$ cat src/rtl/pgwalk_pkg.sv
package pgwalk_pkg;
  localparam int ADDR_W   = 32;
  localparam int OFF_W    = 12;
  localparam int IDX_W    = 10;
  localparam int BIT_PRES = 0;
  localparam int BIT_WR   = 1;
  localparam int BIT_USER = 2;
  localparam int BIT_BIG  = 7;

  typedef enum logic [1:0] {
    ST_IDLE = 2'd0,
    ST_PDE  = 2'd1,
    ST_PTE  = 2'd2,
    ST_DONE = 2'd3
  } walk_st_e;

  typedef struct packed {
    logic user;
    logic wr;
    logic pres;
  } perm_t;
endpackage

$ cat src/rtl/pgwalk_addr_gen.sv
module pgwalk_addr_gen #(
  parameter int ADDR_W = 32,
  parameter int OFF_W  = 12,
  parameter int IDX_W  = 10
) (
  input  logic [ADDR_W-1:0] dir_base,
  input  logic [ADDR_W-1:0] va,
  input  logic [ADDR_W-1:0] pde,
  input  logic [ADDR_W-1:0] pte,
  output logic [ADDR_W-1:0] pde_addr,
  output logic [ADDR_W-1:0] pte_addr,
  output logic [ADDR_W-1:0] large_pa,
  output logic [ADDR_W-1:0] small_pa
);
  localparam int LG_OFF_W = OFF_W + IDX_W;
  localparam int FRAME_W  = ADDR_W - OFF_W;
  localparam int LFRAME_W = ADDR_W - LG_OFF_W;

  logic [ADDR_W-1:0] dir_idx_off;
  logic [ADDR_W-1:0] tbl_idx_off;

  // Entries are four bytes wide, so each index scales by four.
  assign dir_idx_off = ADDR_W'(va[ADDR_W-1:LG_OFF_W]) << 2;
  assign tbl_idx_off = ADDR_W'(va[LG_OFF_W-1:OFF_W]) << 2;

  assign pde_addr = {dir_base[ADDR_W-1:OFF_W], {OFF_W{1'b0}}} | dir_idx_off;
  assign pte_addr = {pde[ADDR_W-1:OFF_W], {OFF_W{1'b0}}} | tbl_idx_off;

  assign large_pa = {pde[ADDR_W-1 -: LFRAME_W], va[LG_OFF_W-1:0]};
  assign small_pa = {pte[ADDR_W-1 -: FRAME_W], va[OFF_W-1:0]};
endmodule

$ cat src/rtl/pgwalk_perm_chk.sv
module pgwalk_perm_chk
  import pgwalk_pkg::*;
(
  input  perm_t perm,
  input  logic  is_write,
  input  logic  user_lvl,
  input  logic  ovr,
  input  logic  wp_en,
  output logic  deny
);
  logic user_deny;
  logic write_deny;

  assign user_deny  = user_lvl & ~perm.user & ~ovr;
  assign write_deny = is_write & ~perm.wr & ~ovr & (user_lvl | wp_en);
  assign deny       = user_deny | write_deny;
endmodule

$ cat src/rtl/pgwalk_top.sv
module pgwalk_top
  import pgwalk_pkg::*;
#(
  parameter int AW      = pgwalk_pkg::ADDR_W,
  parameter int PG_OFF  = pgwalk_pkg::OFF_W,
  parameter int PG_IDX  = pgwalk_pkg::IDX_W,
  parameter int BIG_BIT = pgwalk_pkg::BIT_BIG
) (
  input  logic          clk,
  input  logic          rst,
  input  logic [AW-1:0] dir_base,
  input  logic          req_valid,
  output logic          req_ready,
  input  logic [AW-1:0] req_va,
  input  logic          req_write,
  input  logic [1:0]    req_cpl,
  input  logic          req_ovr,
  input  logic          req_probe,
  input  logic          wp_en,
  input  logic          large_en,
  output logic          mem_req,
  output logic [AW-1:0] mem_addr,
  input  logic          mem_rvalid,
  input  logic [AW-1:0] mem_rdata,
  output logic          done,
  output logic          fault,
  output logic [2:0]    fault_code,
  output logic [AW-1:0] fault_addr,
  output logic [AW-1:0] phys_addr
);
  localparam logic [1:0] USER_CPL = 2'd3;

  walk_st_e      st_q;
  logic [AW-1:0] va_q;
  logic          wr_q;
  logic          u3_q;
  logic          ovr_q;
  logic          probe_q;
  logic          wp_q;
  logic          big_q;
  perm_t         pde_perm_q;
  logic [AW-1:0] pde_q;

  logic [AW-1:0] pde_addr_w;
  logic [AW-1:0] pte_addr_w;
  logic [AW-1:0] large_pa_w;
  logic [AW-1:0] small_pa_w;
  logic [AW-1:0] pde_src;
  perm_t         ent_perm;
  perm_t         eff_perm;
  logic          deny_w;
  logic          ent_present;
  logic          big_hit;

  // Address formation, fed by the request address while idle and the
  // held address afterwards.
  assign pde_src = (st_q == ST_PDE) ? mem_rdata : pde_q;

  pgwalk_addr_gen #(
    .ADDR_W (AW),
    .OFF_W  (PG_OFF),
    .IDX_W  (PG_IDX)
  ) addr_i (
    .dir_base (dir_base),
    .va       ((st_q == ST_IDLE) ? req_va : va_q),
    .pde      (pde_src),
    .pte      (mem_rdata),
    .pde_addr (pde_addr_w),
    .pte_addr (pte_addr_w),
    .large_pa (large_pa_w),
    .small_pa (small_pa_w)
  );

  assign ent_perm.pres = mem_rdata[BIT_PRES];
  assign ent_perm.wr   = mem_rdata[BIT_WR];
  assign ent_perm.user = mem_rdata[BIT_USER];
  assign ent_present   = mem_rdata[BIT_PRES];
  assign big_hit       = big_q & mem_rdata[BIG_BIT];

  // The second level narrows the rights granted by the first.
  assign eff_perm = (st_q == ST_PTE) ? (pde_perm_q & ent_perm) : ent_perm;

  pgwalk_perm_chk perm_i (
    .perm     (eff_perm),
    .is_write (wr_q),
    .user_lvl (u3_q),
    .ovr      (ovr_q),
    .wp_en    (wp_q),
    .deny     (deny_w)
  );

  assign req_ready = (st_q == ST_IDLE);

  always_ff @(posedge clk) begin
    if (rst) begin
      st_q       <= ST_IDLE;
      va_q       <= '0;
      wr_q       <= 1'b0;
      u3_q       <= 1'b0;
      ovr_q      <= 1'b0;
      probe_q    <= 1'b0;
      wp_q       <= 1'b0;
      big_q      <= 1'b0;
      pde_perm_q <= '0;
      pde_q      <= '0;
      mem_req    <= 1'b0;
      mem_addr   <= '0;
      done       <= 1'b0;
      fault      <= 1'b0;
      fault_code <= '0;
      fault_addr <= '0;
      phys_addr  <= '0;
    end else begin
      mem_req <= 1'b0;
      case (st_q)
        ST_IDLE: begin
          if (req_valid) begin
            va_q     <= req_va;
            wr_q     <= req_write;
            u3_q     <= (req_cpl == USER_CPL);
            ovr_q    <= req_ovr;
            probe_q  <= req_probe;
            wp_q     <= wp_en;
            big_q    <= large_en;
            mem_req  <= 1'b1;
            mem_addr <= pde_addr_w;
            st_q     <= ST_PDE;
          end
        end
        ST_PDE: begin
          if (mem_rvalid) begin
            pde_q      <= mem_rdata;
            pde_perm_q <= ent_perm;
            if (!ent_present || (big_hit && deny_w)) begin
              st_q      <= ST_DONE;
              done      <= 1'b1;
              phys_addr <= '1;
              if (!probe_q) begin
                fault      <= 1'b1;
                fault_addr <= va_q;
                fault_code <= {u3_q, wr_q, ent_present};
              end
            end else if (big_hit) begin
              st_q      <= ST_DONE;
              done      <= 1'b1;
              phys_addr <= large_pa_w;
            end else begin
              mem_req  <= 1'b1;
              mem_addr <= pte_addr_w;
              st_q     <= ST_PTE;
            end
          end
        end
        ST_PTE: begin
          if (mem_rvalid) begin
            st_q <= ST_DONE;
            done <= 1'b1;
            if (!ent_present || deny_w) begin
              phys_addr <= '1;
              if (!probe_q) begin
                fault      <= 1'b1;
                fault_addr <= va_q;
                fault_code <= {u3_q, wr_q, ent_present};
              end
            end else begin
              phys_addr <= small_pa_w;
            end
          end
        end
        default: begin
          done  <= 1'b0;
          fault <= 1'b0;
          st_q  <= ST_IDLE;
        end
      endcase
    end
  end
endmodule

$ cat config.mk
export PLATFORM = sky130hd
export DESIGN_NAME = pgwalk_top
export DESIGN_NICKNAME = d
export VERILOG_FILES = /design/src/rtl/pgwalk_pkg.sv /design/src/rtl/pgwalk_addr_gen.sv /design/src/rtl/pgwalk_perm_chk.sv /design/src/rtl/pgwalk_top.sv
export SDC_FILE = /design/constraint.sdc
export NUM_CORES = 1
export LEC_CHECK = 0
export ABC_AREA = 1
export ABC_CLOCK_PERIOD_IN_PS = 5800
export BUFFER_PORTS_ARGS = -buffer_cell sky130_fd_sc_hd__buf_2
export CORE_ASPECT_RATIO = 1.5
export CORE_MARGIN = 3
export CORE_UTILIZATION = 40
export DETAILED_ROUTE_END_ITERATION = 6
export MAX_ROUTING_LAYER = met4
export PLACE_DENSITY = 0.65
export REMOVE_ABC_BUFFERS = 1
export SYNTH_ARGS = -nofsm -noshare
export SYNTH_HDL_FRONTEND = slang
export SYNTH_SLANG_ARGS = --single-unit
$ cat constraint.sdc
create_clock -name clk -period 5.8 [get_ports clk]
set_clock_uncertainty 0.15 [all_clocks]
set_input_delay 0.29 -clock clk [delete_from_list [all_inputs] [get_ports clk]]
set_output_delay 0.29 -clock clk [all_outputs]
set_load 0.01 [all_outputs]
# Word-level counts from Yosys, hierarchy flattened
# Index checks and enable logic that the tools add are counted.
dict set report classes {
  n_eq_ne 11
  n_mux 48
  n_bitwise 15
  reduce_logical 15
}
# operator count
set ops {}
lappend ops {{$mux 32} 16}
lappend ops {{$pmux 32 s2} 3}
lappend ops {{$or 32x12->32} 2}
lappend ops {{$mux 3} 6}
lappend ops {{$mux 1} 15}
lappend ops {{$reduce_and 5->1} 3}
lappend ops {{$ne 2x2->1 const B} 5}
lappend ops {{$reduce_and 4->1} 2}
lappend ops {{$and 1x1->1} 6}
lappend ops {{$mux 2} 3}
lappend ops {{$pmux 1 s3} 2}
lappend ops {{$pmux 2 s3} 1}
lappend ops {{$pmux 3 s2} 1}
lappend ops {{$eq 2x2->1 const B} 2}
lappend ops {{$ne 2x1->1 const B} 2}
lappend ops {{$not 1->1} 4}
lappend ops {{$reduce_and 2->1} 2}
lappend ops {{$reduce_bool 2->1} 2}
lappend ops {{$and 3x3->3} 1}
lappend ops {{$ne 3x2->1 const B} 1}
lappend ops {{$reduce_and 3->1} 1}
lappend ops {{$eq 2x1->1 const B} 1}
lappend ops {{$logic_not 2->1} 1}
lappend ops {{$logic_or 1x1->1} 2}
lappend ops {{4 further kinds} 5}
dict set report word_totals {
  regBits 177
  input_bits 107
  output_inout_bits 103
  word_cells 108
}

# Depth between registers and ports, before layout
# Gate-level depths: netlist (run 1).
dict set report logic_depth {
  ltp_word 12
  ltp_mapped 13
  depth_no_buf 12
}

# Modules after synthesis
# A second synthesis (run 1) with hierarchy kept.
dict set report unflattened {
  hier_cells 1425
  hier_area_um2 9502.9
}
# module instances cells_per_inst area_per_inst_um2 seq_area_each_um2
set by_module_without_submodules {}
lappend by_module_without_submodules {pgwalk_top 1 1287 8504.4 3483.3}
lappend by_module_without_submodules {pgwalk_addr_gen 1 129 964.7 0.0}
lappend by_module_without_submodules {pgwalk_perm_chk 1 9 33.8 0.0}

# Least setup slack after synthesis (run 1)
# OpenSTA, ideal clock, no wires.
dict set report synth_path {
  path_type {flip-flop to flip-flop}
  startpoint {register st_q[0]}
  endpoint {register mem_addr[22]}
  t_arrival_ns 1.611
  required_time_ns 5.516
  path_slack_ns 3.905
  stages_incl_launch_ff 11
  path_buffers 2
  synth_period_minus_slack_ns 1.895
  cell_sequence {dfxtp_1 -> inv_1 -> ha_1 -> buf_2 -> inv_2 -> nor2_1 -> a21oi_1 -> nand2_1 -> inv_1 -> clkbuf_1 -> a31oi_1}
}
dict set report synth_between {
  elab_cells_between_ends 26
  classes_between {eq/ne: 6; mux: 6; bitwise: 9; reduce/logical: 5}
}
# element line
set synth_rtl {}
lappend synth_rtl {{from (decl)} pgwalk_top.sv:33} ;# walk_st_e st_q;
lappend synth_rtl {{from (signal assigned)} pgwalk_top.sv:96} ;# st_q <= ST_IDLE;
lappend synth_rtl {{from (signal assigned)} pgwalk_top.sv:127} ;# st_q <= ST_PDE;
lappend synth_rtl {{from (signal assigned)} pgwalk_top.sv:135} ;# st_q <= ST_DONE;
lappend synth_rtl {{$logic_not 2->1 (*)} -}
lappend synth_rtl {{via req_ready} pgwalk_top.sv:13} ;# output logic req_ready,
lappend synth_rtl {{$ne 2x2->1 (no line) / $reduce_bool 2->1 (equally long branches)} -}
lappend synth_rtl {{$reduce_and 5->1 (no line)} -}
lappend synth_rtl {{to (signal assigned)} pgwalk_top.sv:126} ;# mem_addr <= pde_addr_w;
lappend synth_rtl {{to (signal assigned)} pgwalk_top.sv:149} ;# mem_addr <= pte_addr_w;
lappend synth_rtl {{to (decl)} pgwalk_top.sv:22} ;# output logic [AW-1:0] mem_addr,
# The timed path passes the listed nets; every way through them passes the cells marked *. The select of a mux whose other input is x is not followed.
# A chain may end at the register's enable or synchronous reset.

# Worst setup path after layout (run 1)
dict set report layout_path {
  startpoint {register st_q[0]}
  endpoint {register mem_addr[12]}
}
dict set report layout_between {
  elab_chain_cells 11
  elab_cells_between_ends 26
  classes_between {eq/ne: 6; mux: 6; bitwise: 9; reduce/logical: 5}
}
# element line
set layout_rtl {}
lappend layout_rtl {{$eq 2x2->1} pgwalk_top.sv:81} ;# assign eff_perm = (st_q == ST_PTE) ? (pde_perm_q & ent_perm) : ent_perm;
lappend layout_rtl {{$mux 3} pgwalk_top.sv:81}
lappend layout_rtl {{$not 1->1} pgwalk_perm_chk.sv:15} ;# assign write_deny = is_write & ~perm.wr & ~ovr & (user_lvl | wp_en);
lappend layout_rtl {{$and 1x1->1 (3 in a row)} pgwalk_perm_chk.sv:15}
lappend layout_rtl {{$or 1x1->1} pgwalk_perm_chk.sv:16} ;# assign deny = user_deny | write_deny;
lappend layout_rtl {{$logic_and 1x1->1} pgwalk_top.sv:134} ;# if (!ent_present || (big_hit && deny_w)) begin
lappend layout_rtl {{$logic_or 1x1->1} pgwalk_top.sv:134}
lappend layout_rtl {{$ne 2x2->1 (no line)} -}
lappend layout_rtl {{$reduce_and 5->1 (no line)} -}
# Several ways; a longest one is shown, not always the timed one. The select of a mux whose other input is x is not followed.

==> flow_metrics.tcl, run 1 <==
set metrics [dict create \
    post-route-min-period_ps 3853 \
    grt_pass1_wl_mm 32.29 \
    gp_congestion 0.7942 \
    dieArea_um2 17930 \
    cts_max_level 4 \
    cp_slowest_cell "inv_2" \
    finish.utilization 0.5533 \
    wl_per_cell_um 15.09 \
    synth_seq_cells 152 \
    critPathArrivalTime_ps 4060 \
    leakagePower_nw 4.092 \
    netSwitchingFraction 0.4259 \
    setup-tns-final_ps 0 \
    clk_pin_slew_ps 70 \
    nNetsFinal 1233 \
    yosysWarningCount 0 \
    rsz0062_at_grt "false" \
    synth_top_area_frac 0.4660 \
    first_pass_iters 5 \
    slew_viol_final 0 \
    outcome "finished clean" \
    combPwrFrac 0.455 \
    synth_cell_types 27 \
    antenna_found_initial 1 \
    netlist_area_um2 6530 \
    drv_cap 0 \
    r2r-start "st_q[0]" \
    fin_crit_sh 0.6643 \
    synthMostInstantiatedCell "nand2_1" \
    start_kind "flop" \
    hold_ws_ps 18.22 \
    grt_max_degree 64 \
    dp_cells 1235 \
    synth_area_per_cell_um2 7.137 \
    core_area_um2 15840 \
    post_drt_via_cell_ratio 5.017 \
    tightest_slew_ps 1010 \
    seqPwrFrac 0.321 \
    synth_edf_count 0 \
    irDropWorstVdd_mv 0.2442 \
    overflow 0 \
    clk_latency_ps 410 \
    io_buffers 187 \
    die_x_um 110.3 \
    num-fill-cells 1585 \
    die_h_um 162.5 \
    grt_use_total 0.2329 \
    power.density_nw_per_um2 585.6 \
    synthTopCellsByCount "nand2_1 (175), dfxtp_1 (152), nor2_1 (136), o21ai_0 (119), a21oi_1 (96)" \
    setup_viol 0 \
    routed_wl_mm 20.23 \
    drive_above_1_share 0.2088 \
    critPathCaptureType "flop" \
    max_freq_mhz 259.5 \
    crit_type "flop to flop" \
    route.detailed.drc 0 \
    clock_path_buffers 2 \
    cp-startpoint "st_q[0]" \
    synth_async_sr_flop_share 0 \
    cts_root_buffer "clkbuf_16" \
    finalNonFillerCells 1340 \
    dp_slack_ps 2197 \
    vias 6723 \
    cp_max_fo 50 \
    start_util 0.4124 \
    slowest_delay_ps 630 \
    numCtsBuffers 17 \
    synth_ff_type "dfxtp_1" \
    drtIter0Drc 401 \
    required_ps 6010 \
    hp-class "primary input to flop" \
    synth_area_leaders "dfxtp_1 (47%), nand2_1 (10%), o21ai_0 (9.1%)" \
    p_int_mw 2.945 \
    maxSlewHeadroom 0.3221 \
    yosysSeqAreaShare 0.4660 \
    multi_input_area_um2 2965 \
    path_delay_family "buffers and inverters" \
    crit_chain "inv_1 > ha_1 > buf_4 > inv_2 > nor2_1 > a21oi_1 > nand2_1 > inv_1 > buf_4 > o21ai_0 > a31oi_1 > dlygate4sd3_1" \
    num_rows 56 \
    ant_nets 0 \
    synth_top_area_cell "dfxtp_1" \
    grt_pass1_vias 6335 \
    seq_area_um2 3043 \
    setup_slack_ps 1947 \
    cts_sinks 152 \
    hp-start "dir_base[30]" \
    hold_viol_final 0 \
    cts_resized 0 \
    ios 210 \
    cts_tree "yes" \
    syn_inst 915 \
    switchingPower_mw 2.185 \
    clock_power_share 0.224 \
    cp_num_buf_inv 6 \
    dp_hpwl_mm 12.25 \
    syn_to_final_growth_pct 34.16 \
]
-- final cells by class --
cell class / instances / share of cell area
antenna: 2 / 0.0005713
clock buffer: 20 / 0.04984
clock inverter: 12 / 0.01942
inverter: 51 / 0.02228
multi-input combinational: 636 / 0.3385
sequential: 152 / 0.3473
tap: 203 / 0.02899
timing repair buffer: 264 / 0.1931
-- worst paths after layout --
| check | end | slack (ps) | cells past startpoint |
|---|---|---|---|
| worst max register to register | mem_addr[12] | 1950 | 12 |
| worst min-delay path | mem_addr[30] | 20 | 3 |
| worst min register to register | mem_addr[5] | 310 | 2 |
| worst max-delay path | mem_addr[12] | 1950 | 12 |
-- kinds of logic (layout without fill, tap and decap cells) --
kind of cell               after synthesis  in the layout  synth area share
other                                    1              4         0.0005743
AOI/OAI and AO/OA                      268            268            0.2161
adders and majority gates                4              4          0.007665
DFF                                    152            152            0.4660
buffers and inverters                  128            347           0.08124
and+or+nand+nor                        362            362            0.2284
-- flip-flops by register name (all words and copies together) (netlist names) --
signal / count
fault_addr: 32
phys_addr: 32
va_q: 32
mem_addr: 30
pde_q: 12
fault_code: 3
st_q: 2
big_q: 1
done: 1
fault: 1
mem_req: 1
ovr_q: 1
probe_q: 1
u3_q: 1
wp_q: 1
wr_q: 1
-- power by group through the flow --
stage	Sequential, mW	Combinational, mW	Clock, mW
finish	1.65	2.33	1.15
floorplan	1.78	1.26	0
detailed placement	1.66	2.23	0
global placement	1.66	2.21	0
CTS	1.65	2.35	1.18
global route	1.70	2.64	1.22
-- cell usage in the layout, fill, tap and decap left out, types with 11 or more instances in the layout --
master | synthesis | final
a211oi_1 | 11 | 11
a21oi_1 | 96 | 96
a31oi_1 | 16 | 16
buf_2 | 11 | 187
clkbuf_16 | 0 | 17
dfxtp_1 | 152 | 152
dlygate4sd3_1 | 0 | 71
inv_1 | 44 | 43
nand2_1 | 175 | 174
nand4_1 | 41 | 41
nor2_1 | 136 | 136
o21ai_0 | 119 | 118
o21ai_1 | 18 | 19
-- per-layer routing --
metal  share of wire  global-route usage  up-vias  routed length (um)
met1            0.43              0.2806     3069                8620
met4          0.0095             0.05770        0                 192
li1                -                   -     3457                   -
met3           0.049             0.03689       16                 996
met2            0.52              0.4030      181               10420
met5               0                   -        -                   0
-- worst min-delay path: cells and delay by family --
family	cells	cell delay, ps
compound gates	2	170
buf+inv	1	80
-- repair_timing --
item / 4_1_cts / 5_1_grt
hold endpoints to repair: 56 / 0
setup buffers: 0 / 0
setup endpoints to repair: 0 / 0
hold buffers: 71 / 0
-- metrics by stage --
step | instance area, um2 | power, mW
global route | 8758 | 5.554
detailed placement | 7438 | 3.897
floorplan | 6197 | 3.041
CTS | 8756 | 5.171
finish | 8761 | 5.131
global placement | 7438 | 3.872
Note: power is estimated with default switching activity, not from simulation.
==> run 2: changes to the inputs <==
--- a/config.mk
+++ b/config.mk
@@ -6,7 +6,7 @@
 export NUM_CORES = 1
 export LEC_CHECK = 0
 export ABC_AREA = 1
-export ABC_CLOCK_PERIOD_IN_PS = 5800
+export ABC_CLOCK_PERIOD_IN_PS = 3900
 export BUFFER_PORTS_ARGS = -buffer_cell sky130_fd_sc_hd__buf_2
 export CORE_ASPECT_RATIO = 1.5
 export CORE_MARGIN = 3
==> constraint.sdc (replaced) <==
create_clock -name clk -period 3.9 [get_ports clk]
set_clock_uncertainty 0.15 [all_clocks]
set_input_delay 0.195 -clock clk [delete_from_list [all_inputs] [get_ports clk]]
set_output_delay 0.195 -clock clk [all_outputs]
set_load 0.01 [all_outputs]
==> flow_metrics.tcl, run 2 (same netlist as run 1, synthesis figures left out) <==
set metrics [dict create \
    setup-tns-final_ps 0 \
    grt_use_total 0.2436 \
    start_kind "flop" \
    seq_area_um2 3043 \
    numCtsBuffers 17 \
    grt_pass1_vias 6810 \
    cts_sinks 152 \
    layout_commonest_cell "buf_2" \
    required_ps 4100 \
    post_drt_via_cell_ratio 5.064 \
    routed_wl_mm 20.64 \
    cp_max_fo 45 \
    wl_met1_mm 8.492 \
    drtIter0Drc 404 \
    vias 6902 \
    final_cell_mix "buf_2 (187), nand2_1 (174), dfxtp_1 (152)" \
    dr_wl_met2_mm 10.75 \
    slew_viol_final 0 \
    rr_worst_depth 11 \
    crit_type "flop to flop" \
    leakagePower_nw 4.200 \
    first_pass_iters 5 \
    clk_latency_ps 410 \
    highest_layer "met4" \
    grt_max_degree 61 \
    drv_cap 0 \
    critPathCaptureType "flop" \
    start_util 0.4124 \
    fin_crit_sh 0.9130 \
    cts_resized 0 \
    overflow 0 \
    reg.largest.list "fault_addr x32, phys_addr x32, va_q x32" \
    maxSlewHeadroom 0.2983 \
    ant_nets 0 \
    tightest_slew_ps 1046 \
    core_area_um2 15840 \
    grt_pass1_wl_mm 33.63 \
    dp_slack_ps 794.9 \
    route.detailed.drc 0 \
    cts_max_level 4 \
    cts_tree "yes" \
    nNetsFinal 1257 \
    cts_root_buffer "clkbuf_16" \
    die_x_um 110.3 \
    num-fill-cells 1560 \
    antenna_found_initial 1 \
    irDropWorstVdd_mv 0.4326 \
    postCtsSetupBuffers 0 \
    multi_input_area_um2 2965 \
    dieArea_um2 17930 \
    dp_hpwl_mm 12.77 \
    io_buffers 187 \
    setup_slack_ps 339.2 \
    clock_path_buffers 2 \
    syn_to_final_growth_pct 37.56 \
    die_h_um 162.5 \
    critPathArrivalTime_ps 3760 \
    post-route-min-period_ps 3561 \
    power.density_nw_per_um2 854.0 \
    max_freq_mhz 280.8 \
    setup_viol 0 \
    ctsHoldBuffers 89 \
    gp_congestion 0.8046 \
    hold_viol_final 0 \
    hp-class "primary input to flop" \
    rsz0062_at_grt "false" \
    wl_per_cell_um 15.14 \
    drive_above_1_share 0.2123 \
    hold_depth 5 \
    num_rows 56 \
    ios 210 \
    outcome "finished clean" \
    clk_pin_slew_ps 60 \
    dr_wl_met3_mm 1.006 \
]
[run 2: cell count changes in the layout (fill, tap and decap cells not counted), sizes merged]
cell	delta
inv	+6
diode	-1
dlygate4sd3	+18
buf	+6
clkinv	-2
bufinv	-1
clkbuf	-3
[run 2: area by class of cell]
class,instances,share of cell area
inverters,51,0.02173
repair buffers,288,0.2134
well taps,203,0.02828
diodes,1,0.0002786
multi-input cells,636,0.3301
clock inverters,15,0.02006
clock buffers,17,0.04736
flip-flops and latches,152,0.3388
[run 2: metrics by stage]
stage	hold slack (ps)	utilization	cell area, um2	power, mW	cells
6_report	23.32	0.5672	8982	7.671	1363
5_1_grt	40.54	0.5672	8982	8.345	1363
4_1_cts	14.38	0.5671	8980	7.734	1362
3_5_place_dp	305.5	0.4726	7483	5.852	1241
3_3_place_gp	293.5	0.4726	7483	5.793	1241
2_1_floorplan	114.1	-	6197	4.523	839
[run 2: worst max-delay path: stages, from the launching register on]
cell and delay, ps:
dfxtp_1 380, inv_1 80, ha_2 330, inv_2 380
nand2_1 100, a21oi_1 140, nand2_1 320, inv_1 270
buf_4 430, o21ai_0 130, a31oi_1 190, dlygate4sd3_1 590
[run 2: layer usage]
| layer | vias to the layer above | global-route usage |
|---|---|---|
| li1 | 3503 | - |
| met5 | - | - |
| met1 | 3175 | 0.2771 |
| met3 | 27 | 0.03848 |
| met2 | 197 | 0.4287 |
| met4 | 0 | 0.08291 |
[run 2: final timing paths]
| kind | start | end | slack [ps] |
|---|---|---|---|
| worst max-delay path | st_q[1] | mem_addr[21] | 340 |
| worst min-delay path | mem_rdata[18] | phys_addr[18] | 20 |
| worst max register to register | st_q[1] | mem_addr[21] | 340 |
| worst min register to register | pde_q[1] | pde_q[1] | 310 |
[run 2: power by group]
group | total [mW] | internal, mW | switching [mW]
Clock | 1.69 | 0.968 | 0.719
Sequential | 2.45 | 2.15 | 0.300
Combinational | 3.53 | 1.25 | 2.28
